## src/rtl/tsd_pkg.sv

```systemverilog
package tsd_pkg;
  typedef enum logic [2:0] {
    ST_PEND_SELF = 3'd0,
    ST_RUN_SELF  = 3'd1,
    ST_PEND_EXT  = 3'd2,
    ST_RUN_EXT   = 3'd3,
    ST_FIN       = 3'd4
  } slot_st_t;
endpackage

```

## src/rtl/tsd_slot.sv

```systemverilog
module tsd_slot
  import tsd_pkg::*;
#(
  parameter int DUR_W = 16
) (
  input  logic             clk,
  input  logic             rst,
  input  logic             clear,
  input  logic             skip,
  input  logic [DUR_W-1:0] dur_self,
  input  logic [DUR_W-1:0] dur_ext,
  input  logic             launch,
  input  logic             done_in,
  output slot_st_t         st,
  output logic [DUR_W-1:0] pend_dur
);
  localparam logic [DUR_W-1:0] ONE = {{(DUR_W-1){1'b0}}, 1'b1};
  logic [DUR_W-1:0] cnt;
  logic             run_end;

  assign pend_dur = (st == ST_PEND_SELF) ? dur_self : dur_ext;
  assign run_end  = (cnt == ONE) || done_in;

  always_ff @(posedge clk) begin
    if (rst) begin
      st  <= ST_FIN;
      cnt <= '0;
    end else if (clear) begin
      cnt <= '0;
      if (skip)                 st <= ST_FIN;
      else if (dur_self != '0)  st <= ST_PEND_SELF;
      else if (dur_ext != '0)   st <= ST_PEND_EXT;
      else                      st <= ST_FIN;
    end else begin
      case (st)
        ST_PEND_SELF: if (launch) begin st <= ST_RUN_SELF; cnt <= dur_self; end
        ST_PEND_EXT:  if (launch) begin st <= ST_RUN_EXT;  cnt <= dur_ext;  end
        ST_RUN_SELF: begin
          if (run_end) st <= (dur_ext != '0) ? ST_PEND_EXT : ST_FIN;
          else         cnt <= cnt - ONE;
        end
        ST_RUN_EXT: begin
          if (run_end) st <= ST_FIN;
          else         cnt <= cnt - ONE;
        end
        default: st <= ST_FIN;
      endcase
    end
  end

  always_comb begin
    if (!rst && launch)
      assert_launch_pending_R4: assert (st == ST_PEND_SELF || st == ST_PEND_EXT)
        else $error("launch on non-pending slot");
  end

  assert_run_order_R7: assert property (@(posedge clk) disable iff (rst)
    (st == ST_RUN_EXT) |-> ($past(st) == ST_PEND_EXT || $past(st) == ST_RUN_EXT))
    else $error("external run without prior pending state");

  assert_run_length_R8: assert property (@(posedge clk) disable iff (rst || clear)
    (st == ST_RUN_SELF && cnt > ONE && !done_in) |=> (st == ST_RUN_SELF))
    else $error("self-test ended early");
endmodule

```

## src/rtl/tsd_pick.sv

```systemverilog
module tsd_pick #(
  parameter int N_CORES = 4,
  parameter int DUR_W   = 16,
  parameter int PWR_W   = 8,
  parameter int SUM_W   = 11
) (
  input  logic [N_CORES-1:0]         pend,
  input  logic [N_CORES-1:0]         run,
  input  logic [N_CORES-1:0]         fin,
  input  logic [N_CORES*DUR_W-1:0]   pend_dur,
  input  logic [N_CORES*PWR_W-1:0]   pwr,
  input  logic [N_CORES*N_CORES-1:0] conflict,
  input  logic [N_CORES*N_CORES-1:0] prec,
  input  logic [SUM_W-1:0]           pmax,
  output logic [N_CORES-1:0]         launch,
  output logic [SUM_W-1:0]           run_pwr
);
  localparam int IDX_W = (N_CORES > 1) ? $clog2(N_CORES) : 1;

  logic             found;
  logic [IDX_W-1:0] best;
  logic [DUR_W-1:0] best_dur;
  logic             elig;
  logic [SUM_W-1:0] w;

  always_comb begin
    run_pwr = '0;
    for (int i = 0; i < N_CORES; i++)
      if (run[i]) run_pwr = run_pwr + SUM_W'(pwr[i*PWR_W +: PWR_W]);
    found    = 1'b0;
    best     = '0;
    best_dur = '0;
    for (int i = 0; i < N_CORES; i++) begin
      w    = SUM_W'(pwr[i*PWR_W +: PWR_W]);
      elig = pend[i] && (run_pwr + w <= pmax)
             && ((conflict[i*N_CORES +: N_CORES] & run) == '0)
             && ((prec[i*N_CORES +: N_CORES] & ~fin) == '0);
      if (elig && (!found || pend_dur[i*DUR_W +: DUR_W] > best_dur)) begin
        found    = 1'b1;
        best     = IDX_W'(i);
        best_dur = pend_dur[i*DUR_W +: DUR_W];
      end
    end
    launch = '0;
    if (found) launch[best] = 1'b1;
  end
endmodule

```

## src/rtl/sessionless_test_dispatcher.sv

```systemverilog
module sessionless_test_dispatcher
  import tsd_pkg::*;
#(
  parameter int N_CORES = 4,
  parameter int DUR_W   = 16,
  parameter int PWR_W   = 8,
  parameter int CYC_W   = 32,
  parameter int SUM_W   = PWR_W + $clog2(N_CORES) + 1
) (
  input  logic                       clk,
  input  logic                       rst,
  input  logic                       start,
  input  logic [N_CORES*DUR_W-1:0]   cfg_dur_self,
  input  logic [N_CORES*DUR_W-1:0]   cfg_dur_ext,
  input  logic [N_CORES*PWR_W-1:0]   cfg_pwr,
  input  logic [N_CORES*N_CORES-1:0] cfg_conflict,
  input  logic [N_CORES*N_CORES-1:0] cfg_prec,
  input  logic [SUM_W-1:0]           pmax,
  input  logic [N_CORES-1:0]         core_done,
  output logic [N_CORES-1:0]         core_start,
  output logic [N_CORES-1:0]         core_ext,
  output logic [N_CORES-1:0]         unsched,
  output logic                       all_done,
  output logic [CYC_W-1:0]           elapsed
);
  slot_st_t             st [N_CORES];
  logic [N_CORES*DUR_W-1:0] pend_dur;
  logic [N_CORES-1:0]   pend, run, fin, over_lim, launch;
  logic [SUM_W-1:0]     run_pwr;
  logic                 busy;

  for (genvar g = 0; g < N_CORES; g++) begin : g_slot
    assign over_lim[g] = SUM_W'(cfg_pwr[g*PWR_W +: PWR_W]) > pmax;
    tsd_slot #(.DUR_W(DUR_W)) u_slot (
      .clk      (clk),
      .rst      (rst),
      .clear    (start),
      .skip     (over_lim[g]),
      .dur_self (cfg_dur_self[g*DUR_W +: DUR_W]),
      .dur_ext  (cfg_dur_ext[g*DUR_W +: DUR_W]),
      .launch   (launch[g]),
      .done_in  (core_done[g]),
      .st       (st[g]),
      .pend_dur (pend_dur[g*DUR_W +: DUR_W])
    );
    assign pend[g] = (st[g] == ST_PEND_SELF) || (st[g] == ST_PEND_EXT);
    assign run[g]  = (st[g] == ST_RUN_SELF)  || (st[g] == ST_RUN_EXT);
    assign fin[g]  = (st[g] == ST_FIN);
  end

  tsd_pick #(.N_CORES(N_CORES), .DUR_W(DUR_W), .PWR_W(PWR_W), .SUM_W(SUM_W)) u_pick (
    .pend     (pend),
    .run      (run),
    .fin      (fin),
    .pend_dur (pend_dur),
    .pwr      (cfg_pwr),
    .conflict (cfg_conflict),
    .prec     (cfg_prec),
    .pmax     (pmax),
    .launch   (launch),
    .run_pwr  (run_pwr)
  );

  always_ff @(posedge clk) begin
    if (rst) begin
      busy       <= 1'b0;
      core_start <= '0;
      core_ext   <= '0;
      unsched    <= '0;
      all_done   <= 1'b0;
      elapsed    <= '0;
    end else if (start) begin
      busy       <= 1'b1;
      core_start <= '0;
      core_ext   <= '0;
      unsched    <= over_lim;
      all_done   <= 1'b0;
      elapsed    <= '0;
    end else begin
      core_start <= launch;
      for (int i = 0; i < N_CORES; i++)
        if (launch[i]) core_ext[i] <= (st[i] == ST_PEND_EXT);
      all_done <= busy && (&fin);
      if (busy && !(&fin)) elapsed <= elapsed + 1'b1;
    end
  end

  assert_power_budget_R2: assert property (@(posedge clk) disable iff (rst || start)
    busy |-> (run_pwr <= pmax))
    else $error("power budget exceeded");

  for (genvar a = 0; a < N_CORES; a++) begin : g_chk_a
    for (genvar b = a + 1; b < N_CORES; b++) begin : g_chk_b
      assert_no_conflict_R3: assert property (@(posedge clk) disable iff (rst)
        cfg_conflict[a*N_CORES+b] |-> !(run[a] && run[b]))
        else $error("conflicting cores running together");
    end
    assert_never_start_unsched_R9: assert property (@(posedge clk) disable iff (rst || start)
      core_start[a] |-> !unsched[a])
      else $error("unschedulable core started");
    assert_prec_met_R6: assert property (@(posedge clk) disable iff (rst || start)
      core_start[a] |-> ((cfg_prec[a*N_CORES +: N_CORES] & ~fin) == '0))
      else $error("precedence violated");
  end

  assert_done_hold_R10: assert property (@(posedge clk) disable iff (rst)
    (all_done && !start) |=> all_done)
    else $error("all_done dropped");
endmodule

```

## config.mk

```make
export PLATFORM = sky130hd
export DESIGN_NAME = sessionless_test_dispatcher
export DESIGN_NICKNAME = d
export VERILOG_FILES = /design/src/rtl/tsd_pkg.sv /design/src/rtl/tsd_slot.sv /design/src/rtl/tsd_pick.sv /design/src/rtl/sessionless_test_dispatcher.sv
export SDC_FILE = /design/constraint.sdc
export NUM_CORES = 1
export LEC_CHECK = 0
export ABC_AREA = 1
export ABC_CLOCK_PERIOD_IN_PS = 11200
export BUFFER_PORTS_ARGS = -buffer_cell sky130_fd_sc_hd__buf_2
export CAP_MARGIN = 10
export CORE_ASPECT_RATIO = 1.75
export CORE_UTILIZATION = 51
export CTS_CLUSTER_SIZE = 8
export DETAILED_ROUTE_END_ITERATION = 8
export PLACE_DENSITY = 0.85
export SYNTH_ARGS = -nofsm -noshare
export SYNTH_HDL_FRONTEND = slang
export SYNTH_SLANG_ARGS = --single-unit
```

## constraint.sdc

```tcl
create_clock -name clk -period 11.2 [get_ports clk]
set_input_delay 1.68 -clock clk [delete_from_list [all_inputs] [get_ports clk]]
set_output_delay 1.68 -clock clk [all_outputs]
set_load 0.1 [all_outputs]
```

==> run summary, run 1 <==
Status: complete, but fails checks
Failing checks: negative setup slack
P_leak: 10.3 nW
Final Net Count: 3292
CP Data Required Time: 11.54 ns
Vias in the first global route: 19200
Crit path top cell by count: nand2_2
Finished Core Util: 72.9%
Hold Vio Cnt, Final: 0
Count of input and output buffers: 251
CTS Hold Bufs: 0
GRT overflow: 0
Area post-placement: 17800 sq um
Area leader, netlist: dfxtp_1
Worst Skew: 0.00858 ns
Area grow syn2layout: 41.1%
Sequential cell area: 2440 sq um
Relative slew slack: 17.5%
Die Width: 131 um
Worst R2R Setup Slack: -0.57 ns
Final setup viols: 84
Max Fclk: 80.7 MHz
Critical path launch point type: input port
Skew-Pair Late Insertion Delay: 0.46 ns
Tot GR Track Use: 43.4%
Crit-path max FO: 8
Final wirelength: 66500 um
Core footprint: 28600 sq um
Top Layer Used: met5
Avg Inst Size Synth: 6.17 sq um
Root Buffer: clkbuf_16
Slew at the pin with the worst max-slew slack: 1.23 ns
Layout cells sized above 1: 31.0%
RSZ-0062 raised after global routing: yes
Synthesized net count: 2805
Multi-input gate area: 12200 sq um
Largest net degree at the start of global routing: 81
Final period util: 111%
Flops & latches, synth: 122
CTS tree: done
Clock buffer count from CTS: 17
Drt drc: 0
Most frequent cell after synthesis: nand2_1
Drt initial violations: 1687
Die Ht: 227 um
DR vias: 19900
Antenna violations before repair: 1
Worst setup path class: in2reg
Top FF cell, synth: dfxtp_1
Synth area leaders: dfxtp_1 17%, ha_1 16%, nand2_1 13%
I/O pin cnt: 255
Max-cap viol count: 0
Async S/R FF share, synth: 0%
HP Class: reg2reg
Delay of the slowest cell on the worst path: 0.52 ns
Met3 WL post-DR: 7030 um
Routed wl met2: 30500 um
Min-delay src: elapsed[31]
Hold Path Depth: 1
Final Critical Period: 12.40 ns
Fillcell total: 2169
Worst-path clk slew: 0.06 ns
Top cell type's share of synthesized area: 16.5%
First-pass iteration count of the detailed router: 6
H-tree levels: 4
Cells after synthesis: 2397
Fin area: 20900 sq um
GPL Wtd Cong: 1.02
Data arrival time of the critical path: 12.74 ns
R2R depth: 79
Largest delay share family, worst path: simple AND/OR/NAND/NOR gates
CTS sink count: 122
DP HPWL: 45800 um
First-pass GRT wire length: 97000 um
Setup ws final: -1.20 ns
CP Buf/Inv Count: 17
DRT met1 WL: 20700 um
Ant diodes: 0
VDD IR max: 0.146 mV
Layout Cells excl Fill: 3275
Detail Route Antenna Nets: 0
Yosys warns: 0
Vias/cell: 6.07
Mapped Area: 14800 sq um
Netlist cell types: 58
Final max-slew violation count: 0
Reg2reg start: g_slot[0].u_slot.st[0]
Die ar.: 29700 sq um
Site Rows: 82
Starting Density: 51.7%
Post-synthesis sequential area ratio: 16.5%
Worst hold slack: 0.453 ns
CP endpoint kind: register
Synth top cells by count: 515 x nand2_1, 356 x inv_1, 225 x nor2_1
WL per Instance: 20.3 um
CP max stage cell: fa_2
Placed Cells: 3164
Reg-to-Reg End: g_slot[0].u_slot.st[1]
Hold Path End: elapsed[31]
Clock buffer depth: 2
Post-synth EDFFs: 0
Power per Cell Area: 93.0 nW/um^2
sequential cells by signal, summed over array words and instances, names as in the netlist:
| signal | flops |
|---|---|
| core_ext | 4 |
| busy | 1 |
| unsched | 4 |
| elapsed | 32 |
| g_slot.u_slot.cnt | 64 |
| g_slot.u_slot.st | 12 |
| all_done | 1 |
| core_start | 4 |
worst max-delay path by stage:
stage	end	slack, ns	from	cells past startpoint
final	g_slot[0].u_slot.st[1]	-1.20	cfg_pwr[0]	78
after global routing	g_slot[0].u_slot.st[1]	-1.54	cfg_pwr[0]	87
after CTS	g_slot[2].u_slot.st[1]	-0.32	cfg_pwr[0]	83
after detailed placement	g_slot[2].u_slot.cnt[0]	-1.75	cfg_pwr[0]	71
after global placement	g_slot[2].u_slot.cnt[0]	-1.41	cfg_pwr[0]	71
after floorplan	g_slot[0].u_slot.cnt[10]	0.02	cfg_pwr[0]	71
worst register-to-register path, delay by kind of cell, from the launching register on:
kind            cells  cell delay (ns)
compound gates     14             2.18
flops               1             0.33
buf+inv            17             2.03
simple gates       38             4.24
xor+xnor            1             0.16
fa+ha+maj           9             2.77
through the flow:
stage          TNS, ns  power [mW]  setup slack [ns]
5_1_grt        -119.34        2.03             -1.54
6_report        -88.98        1.94             -1.20
2_1_floorplan        0       0.881            0.0174
3_3_place_gp   -110.60        1.12             -1.41
4_1_cts         -19.61        1.82            -0.317
3_5_place_dp   -137.63        1.14             -1.75
layer usage:
layer	vias up	track usage (%)
li1	9041	-
met1	9002	38.3
met2	1268	71.1
met3	553	17.0
met4	4	47.3
met5	-	0.519
report_power, final:
part	leakage, nW	internal, mW	total [mW]	switching (mW)
Clock	0.283	0.332	0.571	0.239
Sequential	0.988	0.446	0.460	0.0141
Combinational	9.02	0.369	0.909	0.540
placed cells by master (no fill, tap or decap), drive strengths merged, types with 19 or more instances in the layout:
master,instances
ha,191
clkbuf,19
nor2,238
nand3,108
nor4,28
nor3,34
a22oi,24
nand4,43
inv,373
a31oi,20
a21oi,221
or2,21
o21ai,216
buf,527
dfxtp,122
nand2,530
xor2,42
logic make-up after synthesis:
family                     Yosys count  synth area share [%]
and+or+nand+nor                   1011                  29.6
buffers and inverters              431                  11.3
DFF                                122                  16.5
AOI/OAI and AO/OA                  579                  22.2
adders and majority gates          198                  17.1
xor gates and xnor gates            56                  3.37
timing repair:
item                       CTS  global route
pin swaps                   93           108
gates cloned                13             1
setup endpoints to repair   84            84
resized for setup          307           146
setup buffers               39            33
cell type report:
cell class | count | share of cell area [%]
sequential | 122 | 11.7
clock inverter | 14 | 0.779
inverter | 370 | 6.83
tap | 378 | 2.27
multi-input combinational | 1845 | 58.4
timing repair buffer | 528 | 17.9
clock buffer | 18 | 2.06
Power figures use the tool's default switching activity.
==> run 2: changes to the inputs <==
RECOVER_POWER = 50   (was default)
==> run summary, run 2 (synthesis gave the netlist of run 1 again) <==
Final wirelength: 66500 um (unchanged)
Slew at the pin with the worst max-slew slack: 1.20 ns (was 1.23 ns)
Sequential cell area: 2440 sq um (unchanged)
Layout cells sized above 1: 30.8% (was 31.0%)
DP HPWL: 45800 um (unchanged)
Clock buffer depth: 2 (unchanged)
Combinational power share: 46.9% (about the same)
Detail Route Antenna Nets: 0 (unchanged)
First-pass iteration count of the detailed router: 8 (was 6)
Worst Skew: 0.0103 ns (was 0.00858 ns)
Delay of the slowest cell on the worst path: 0.52 ns (about the same)
CTS tree: done (unchanged)
Tot GR Track Use: 43.4% (unchanged)
Finished Core Util: 72.8% (was 72.9%)
Max reg flops: 64 (unchanged)
Die Ht: 227 um (unchanged)
Clock buffer count from CTS: 17 (unchanged)
Worst setup path class: in2reg (unchanged)
HP Class: reg2reg (unchanged)
Ant diodes: 0 (unchanged)
Clock power share: 29.4% (about the same)
CP max stage cell: fa_2 (unchanged)
H-tree levels: 4 (unchanged)
Flop pwr share: 23.7% (about the same)
Final period util: 111% (about the same)
Starting Density: 51.7% (unchanged)
Regs by FF count: g_slot.u_slot.cnt (64), elapsed (32), g_slot.u_slot.st (12) (unchanged)
Switching Share: 40.9% (about the same)
CP endpoint kind: register (unchanged)
Crit path top cell by count: nand2_2 (unchanged)
Site Rows: 82 (unchanged)
Vias/cell: 6.04 (was 6.07)
Power per Cell Area: 93.1 nW/um^2 (was 93.0 nW/um^2)
Final setup viols: 84 (unchanged)
Drt initial violations: 1719 (was 1687)
Relative slew slack: 19.8% (was 17.5%)
Internal power: 1.15 mW (about the same)
GPL Wtd Cong: 1.02 (unchanged)
CTS sink count: 122 (unchanged)
Hold Vio Cnt, Final: 0 (unchanged)
Worst R2R Setup Slack: -0.60 ns (was -0.57 ns)
Final Net Count: 3292 (unchanged)
P_leak: 10.3 nW (about the same)
WL per Instance: 20.3 um (unchanged)
VDD IR max: 0.146 mV (about the same)
Most frequent cells in the layout: 445 x nand2_1, 340 x inv_1, 248 x buf_2, 221 x buf_4, 203 x nor2_1 (was 444 x nand2_1, 340 x inv_1, 250 x buf_2, 221 x buf_4, 202 x nor2_1)
CP Data Required Time: 11.54 ns (about the same)
Vias in the first global route: 19200 (unchanged)
Die Width: 131 um (unchanged)
Final max-slew violation count: 0 (unchanged)
CTS Hold Bufs: 0 (unchanged)
Drt drc: 0 (unchanged)
Final Critical Period: 12.43 ns (was 12.40 ns)
Design Power: 1.94 mW (about the same)
Root Buffer: clkbuf_16 (unchanged)
Antenna violations before repair: 1 (unchanged)
Status: complete, but fails checks (unchanged)
Core footprint: 28600 sq um (unchanged)
Max-cap viol count: 0 (unchanged)
Multi-input gate area: 12200 sq um (about the same)
DR vias: 19800 (was 19900)
GRT overflow: 0 (unchanged)
RSZ-0062 raised after global routing: yes (unchanged)
I/O pin cnt: 255 (unchanged)
Critical path launch point type: input port (unchanged)
Largest net degree at the start of global routing: 81 (unchanged)
Largest Register: g_slot.u_slot.cnt (unchanged)
Failing checks: negative setup slack (unchanged)
Fillcell total: 2175 (was 2169)
Skew-Pair Late Insertion Delay: 0.45 ns (was 0.46 ns)
Leading cell type in the layout, fill and taps excluded: nand2_1 (unchanged)
Setup ws final: -1.23 ns (was -1.20 ns)
Worst hold slack: 0.452 ns (was 0.453 ns)
Sw Pwr: 0.794 mW (was 0.793 mW)
Count of input and output buffers: 251 (unchanged)
Crit-path max FO: 8 (unchanged)
Die ar.: 29700 sq um (unchanged)
Pre-CTS setup slack: -1.75 ns (unchanged)
Max Fclk: 80.5 MHz (was 80.7 MHz)
Area grow syn2layout: 40.9% (was 41.1%)
Worst-path clk slew: 0.06 ns (about the same)
Data arrival time of the critical path: 12.76 ns (was 12.74 ns)
First-pass GRT wire length: 97000 um (unchanged)
[run 2: cell types whose count changed in the layout (fill, tap and decap cells not counted), sizes merged]
cell    change
buf         -2
clkbuf      +2
[run 2: timing repair]
action	4_1_cts	5_1_grt
endpoints found under the hold margin	0	0
gates resized for setup	307	146
pin swaps	93	108
cloned	13	1
setup buffers	39	33
setup endpoints to repair	84	84
[run 2: worst paths after layout]
| path | startpoint | endpoint | cells after the start |
|---|---|---|---|
| max | cfg_pwr[0] | g_slot[0].u_slot.st[1] | 78 |
| max reg2reg | g_slot[0].u_slot.st[0] | g_slot[0].u_slot.st[1] | 79 |
| min | elapsed[31] | elapsed[31] | 1 |
| min reg2reg | elapsed[31] | elapsed[31] | 1 |
[run 2: power groups by stage]
stage | Combinational (mW) | Sequential, mW | Clock, mW
global route | 0.980 | 0.461 | 0.585
detailed placement | 0.672 | 0.468 | 0
global placement | 0.649 | 0.467 | 0
CTS | 0.794 | 0.459 | 0.567
floorplan | 0.404 | 0.477 | 0
finish | 0.910 | 0.460 | 0.572
[run 2: per-stage QoR]
step,std cells,setup TNS [ns],area (sq um)
2_1_floorplan,2397,0,14800
3_3_place_gp,3164,-110.60,17800
3_5_place_dp,3164,-137.63,17800
4_1_cts,3247,-19.61,20000
5_1_grt,3275,-119.34,20800
6_report,3275,-90.51,20800
[run 2: layout make-up]
type / count / share of cell area (%)
clock buffer: 18 / 2.06
inverter: 370 / 6.84
timing repair buffer: 528 / 18.0
multi-input combinational: 1845 / 58.4
sequential: 122 / 11.7
tap: 378 / 2.27
clock inverter: 14 / 0.780
[run 2: routing by layer]
layer	global-route usage [%]	routed length, um	vias to the layer above
li1	-	-	9033
met1	38.3	20600	8926
met2	71.1	30500	1250
met3	17.0	7120	558
met4	47.3	8260	2
met5	0.519	21	-
[run 2: critical path, delay by kind of cell]
| kind | cells | cell delay (ns) |
|---|---|---|
| xor+xnor | 1 | 0.16 |
| buf+inv | 17 | 1.81 |
| fa+ha+maj | 9 | 2.76 |
| simple gates | 37 | 4.15 |
| compound gates | 14 | 2.14 |
